===== src/rtl/ext_irq_edge_ctrl.sv =====
module ext_irq_edge_ctrl #(
  parameter int SYNC_STAGES = 2,
  parameter int N_FIXED     = 2,
  parameter int N_PROG      = 3
) (
  input  logic       clk,
  input  logic       rst_n,
  input  logic [4:0] pin_in,
  input  logic [1:0] bus_addr,
  input  logic       bus_we,
  input  logic [3:0] bus_wdata,
  output logic [3:0] bus_rdata,
  input  logic       irq_ack,
  input  logic       irq_rti,
  output logic       irq_req
);
  localparam int N_LINES = N_FIXED + N_PROG;

  logic [N_LINES-1:0] sync_q [SYNC_STAGES];
  logic [N_LINES-1:0] hist_q, cur, rise, fall, det, clr, flag_q;
  logic [3:0] code_a_q;
  logic [1:0] code_b_q;
  logic [2*N_PROG-1:0] codes;
  logic gen_q;

  always_ff @(posedge clk or negedge rst_n) begin
    if (!rst_n) begin
      for (int k = 0; k < SYNC_STAGES; k++) sync_q[k] <= '1;
      hist_q <= '1;
    end else begin
      sync_q[0] <= pin_in;
      for (int k = 1; k < SYNC_STAGES; k++) sync_q[k] <= sync_q[k-1];
      hist_q <= cur;
    end
  end

  assign cur   = sync_q[SYNC_STAGES-1];
  assign rise  = cur & ~hist_q;
  assign fall  = ~cur & hist_q;
  assign codes = {code_b_q, code_a_q};

  genvar g;
  generate
    for (g = 0; g < N_LINES; g++) begin : g_det
      if (g < N_FIXED) begin : g_fixed
        assign det[g] = fall[g];
      end else begin : g_prog
        assign det[g] = (codes[2*(g-N_FIXED)]   & fall[g]) |
                        (codes[2*(g-N_FIXED)+1] & rise[g]);
      end
    end
  endgenerate

  always_comb begin
    clr = '0;
    if (bus_we && bus_addr == 2'd0) clr[N_FIXED-1:0] = ~bus_wdata[N_FIXED-1:0];
    if (bus_we && bus_addr == 2'd1) clr[N_LINES-1:N_FIXED] = ~bus_wdata[N_PROG-1:0];
  end

  always_ff @(posedge clk or negedge rst_n) begin
    if (!rst_n) begin
      flag_q   <= '0;
      code_a_q <= '0;
      code_b_q <= '0;
      gen_q    <= 1'b0;
    end else begin
      flag_q <= (flag_q & ~clr) | det;
      if (bus_we && bus_addr == 2'd2) code_a_q <= bus_wdata;
      if (bus_we && bus_addr == 2'd3) code_b_q <= bus_wdata[1:0];
      if (irq_ack)      gen_q <= 1'b0;
      else if (irq_rti) gen_q <= 1'b1;
    end
  end

  always_comb begin
    case (bus_addr)
      2'd0:    bus_rdata = {1'b0, gen_q, flag_q[1:0]};
      2'd1:    bus_rdata = {1'b0, flag_q[4:2]};
      default: bus_rdata = 4'd0;
    endcase
  end

  assign irq_req = gen_q & (|flag_q);

  generate
    for (g = 0; g < N_LINES; g++) begin : g_chk
      p_edge_sets_r4: assert property (@(posedge clk) disable iff (!rst_n)
        det[g] |=> flag_q[g]);
      p_sticky_r7: assert property (@(posedge clk) disable iff (!rst_n)
        flag_q[g] && !clr[g] |=> flag_q[g]);
      p_clear_wins_alone_r8: assert property (@(posedge clk) disable iff (!rst_n)
        clr[g] && !det[g] |=> !flag_q[g]);
      if (g < N_FIXED) begin : g_fx
        p_fixed_no_rise_r3: assert property (@(posedge clk) disable iff (!rst_n)
          !flag_q[g] && cur[g] && !hist_q[g] |=> !flag_q[g]);
      end
    end
  endgenerate

  p_ack_clears_r10: assert property (@(posedge clk) disable iff (!rst_n)
    irq_ack |=> !gen_q);
  p_rti_sets_r10: assert property (@(posedge clk) disable iff (!rst_n)
    irq_rti && !irq_ack |=> gen_q);
  p_gen_hold_r10: assert property (@(posedge clk) disable iff (!rst_n)
    !irq_rti && !irq_ack |=> gen_q == $past(gen_q));
  p_none_code_r4: assert property (@(posedge clk) disable iff (!rst_n)
    codes[1:0] == 2'b00 && !flag_q[2] |=> !flag_q[2]);
endmodule


===== config.mk =====
export PLATFORM = sky130hd
export DESIGN_NAME = ext_irq_edge_ctrl
export DESIGN_NICKNAME = d
export VERILOG_FILES = /design/src/rtl/ext_irq_edge_ctrl.sv
export SDC_FILE = /design/constraint.sdc
export NUM_CORES = 1
export LEC_CHECK = 0
export BUFFER_PORTS_ARGS = -buffer_cell sky130_fd_sc_hd__buf_2
export CORE_MARGIN = 5
export CORE_UTILIZATION = 45
export CTS_CLUSTER_DIAMETER = 40
export DETAILED_ROUTE_END_ITERATION = 10
export GPL_TIMING_DRIVEN = 1
export PLACE_DENSITY = 0.7
export SETUP_SLACK_MARGIN = 0.2
export SLEW_MARGIN = 20
export SYNTH_ARGS = -nofsm -noshare
export SYNTH_HDL_FRONTEND = slang
export SYNTH_SLANG_ARGS = --single-unit

===== constraint.sdc =====
create_clock -name clk -period 1 [get_ports clk]
set_input_delay 0.1 -clock clk [delete_from_list [all_inputs] [get_ports clk]]
set_output_delay 0.1 -clock clk [all_outputs]
set_load 0.1 [all_outputs]

==> flow_metrics.env <==
export IMPL_timing_critical_path_depth=3
export IMPL_run_status="complete, but fails checks"
export IMPL_worst_slew_margin_rel_pct=62.3
export IMPL_layout_drive_gt1_share_pct=66.4
export IMPL_initial_antenna_violation_count=0
export IMPL_core_um2=2210
export IMPL_clkSinkCount=27
export IMPL_vias=686
export IMPL_synth_ff_type="sky130_fd_sc_hd__dfstp_2"
export IMPL_ys_async_sr_fraction_pct=100
export IMPL_yosys_cell_types_count=20
export IMPL_setup_crit_start_kind="flop"
export IMPL_min_delay_path_depth=2
export IMPL_number_of_max_cap_violations=0
export IMPL_initial_utilization_pct=47.4
export IMPL_setup_total_negative_slack_ns=-1.65
export IMPL_cp_max_fo=2
export IMPL_hold_class="input port to flop"
export IMPL_post_syn_instances=72
export IMPL_final_max_slew_violation_count=0
export IMPL_clock_root_buffer="sky130_fd_sc_hd__clkbuf_4"
export IMPL_ff_latch_area_um2=694
export IMPL_timing_critical_path_max_delay_family="flip-flops"
export IMPL_synth_area_leaders="sky130_fd_sc_hd__dfstp_2 (38%), sky130_fd_sc_hd__dfrtp_1 (29%), sky130_fd_sc_hd__mux2_4 (5.7%)"
export IMPL_grt_setup_unrepaired="true"
export IMPL_power_leakage_nw=0.679
export IMPL_seq_area_frac_synth_pct=66.2
export IMPL_clockBufferDepth=2
export IMPL_grt_first_pass_wirelength_um=3530
export IMPL_depth_of_the_most_critical_reg_to_reg_path=4
export IMPL_dp_hpwl_um=1320
export IMPL_final_critical_path_setup_slack_ns=-0.490
export IMPL_cts_reportedPaths_clkPinSlew_ns=0.14
export IMPL_floorplan_die_width_um=58.3
export IMPL_warnings_synthesis=0
export IMPL_cts_htree_levels=1
export IMPL_finClkSkew_ns=0.00196
export IMPL_clkLatencyLatePin_ns=0.32
export IMPL_grt_start_max_net_pins=28
export IMPL_die_height_um=58.3
export IMPL_worst_ir_drop_vdd_mv=1.08
export IMPL_critical_path_class="flop to output pin"
export IMPL_multi_input_area_um2=413
export IMPL_net_count_after_synthesis=88
export IMPL_timing_final_crit_period_ns=1.49
export IMPL_postRouteWirelength_um=1970
export IMPL_tightest_slew_ns=0.565
export IMPL_antenna_left=0
export IMPL_fillers=154
export IMPL_finalWeightedCongestion=0.741
export IMPL_dp_cells=122
export IMPL_total_power_mw=2.45
export IMPL_finalHoldViolCount=0
export IMPL_cp_cell_sequence="nor4_4 -> a21boi_4 -> buf_12"
export IMPL_critPathBufInv=1
export IMPL_routedWlPerCell_um=14.3
export IMPL_synth_edf_count=0
export IMPL_p_per_area_nw_per_um2=1590
export IMPL_yosys_area_top_type="sky130_fd_sc_hd__dfstp_2"
export IMPL_cts_tree="yes"
export IMPL_syn_area_per_cell_um2=14.6
export IMPL_initialDrtViolationCount=7
export IMPL_grtUsageTotal_pct=14.3
export IMPL_synth_cell_area_um2=1050
export IMPL_post_placement_setup_slack_ns=-0.233
export IMPL_post_route_drc_count=0
export IMPL_final_cell_count_no_fill=138
export IMPL_finish_net_count=127
export IMPL_avgViaCountPerCell=4.97
export IMPL_area_growth_syn_to_fin_pct=46.8
export IMPL_place_port_buffers=19
export IMPL_arrival_ns=1.39
export IMPL_grt_overflow_total=0
export IMPL_number_of_antenna_cells_inserted=0
export IMPL_post_synth_top_area_share_pct=37.6
export IMPL_final_period_utilization_pct=149
export IMPL_cp_end_kind="output pin"
export IMPL_mostFrequentLayoutCells="sky130_fd_sc_hd__dfstp_2 (15), sky130_fd_sc_hd__buf_2 (15), sky130_fd_sc_hd__dfrtp_1 (12)"
export IMPL_peak_per_stage_delay_on_the_critical_path_ns=0.44
export IMPL_violations="setup timing"
export IMPL_cts_buffers=3
export IMPL_drtPass1Iterations=2
export IMPL_number_of_global_route_vias_before_repair=776
export IMPL_worst_endpoint_required_ns=0.90
export IMPL_io_pins=21
export IMPL_worst_path_max_delay_cell="sky130_fd_sc_hd__dfrtp_1"
export IMPL_die_area_um2=3400
export IMPL_placement_rows=17
export IMPL_synth_seq_cells=27
export IMPL_finalSetupViolations=4
export IMPL_maxClockFrequency_ghz=0.671
## synthesized netlist by cell type, drive strengths merged, types with 2 or more instances
cell and n:
and4bb 3, mux2 6, o22ai 2, nand3b 4, buf 3, dfrtp 12, inv 7, nor4b 2
dfstp 15, nor2 5, mux2i 3, nand2 3, o221ai 3
## cells by family (layout without fill, tap and decap cells)
kind of cell	Yosys count	count (layout)	synth area share, %
AO/OA/AOI/OAI	6	6	4.42
buffers and inverters	10	48	5.01
flip-flops	27	27	66.2
multiplexers	9	9	10.7
other	1	1	0.358
AND/OR/NAND/NOR	19	19	13.2
## power by group
part | internal (mW) | switching, mW | leakage [nW]
logic | 0.340 | 0.339 | 0.374
registers | 1.23 | 0.0819 | 0.291
clock network | 0.153 | 0.309 | 0.0139
total | 1.72 | 0.730 | 0.679
## per-stage QoR
step                utilization [%]  area, µm²  hold WS [ns]
floorplan                         -       1090        -0.196
global placement               58.0       1280         0.115
detailed placement             58.0       1280         0.125
CTS                            68.9       1520        0.0361
global route                   69.6       1540        0.0327
finish                         69.6       1540        0.0554
## flip-flops by register name, summed over array words and instances, names as in the netlist
register  flops
cur           5
sync_q        5
flag_q        5
code_a_q      4
code_b_q      2
hist_q        5
gen_q         1
## routing by layer
metal,GRT usage [%],vias to the layer above,share of wire (%)
li1,-,326,-
met1,16.8,332,42
met2,22.2,20,49
met3,3.56,8,5.3
met4,11.3,0,4.0
met5,0,-,0
## final cells by class
| class | count | area share [%] |
|---|---|---|
| Inverter | 7 | 1.87 |
| Clock inverter | 1 | 0.488 |
| Timing Repair Buffer | 37 | 22.0 |
| Tap cell | 28 | 2.28 |
| Multi-Input combinational cell | 35 | 26.8 |
| Sequential cell | 27 | 45.1 |
| Clock buffer | 3 | 1.46 |
## worst reg2reg max path: stages, from the launching register on
cell	delay, ns
sky130_fd_sc_hd__dfrtp_1	0.44
sky130_fd_sc_hd__buf_6	0.14
sky130_fd_sc_hd__buf_6	0.11
sky130_fd_sc_hd__inv_4	0.04
sky130_fd_sc_hd__o221ai_2	0.09
## path summary, 6_finish.rpt
path	start	end	slack, ns
setup / recovery	flag_q[4]	irq_req	-0.49
hold / removal	bus_wdata[0]	code_a_q[0]	0.06
setup reg to reg	flag_q[3]	flag_q[3]	0.07
hold reg to reg	sync_q[6]	cur[1]	0.37
max in group asynchronous	rst_n	cur[1]	0.33
min in group asynchronous	rst_n	flag_q[0]	0.30
## timing repair
action | CTS | global route
gates resized for setup | 22 | 5
pin swaps | 3 | 1
buffers inserted | 2 | 0
hold buffers | 10 | 0
hold endpoints to repair | 20 | 0
endpoints found under the setup margin | 8 | 9
No activity file was read; power rests on OpenSTA's default activity.
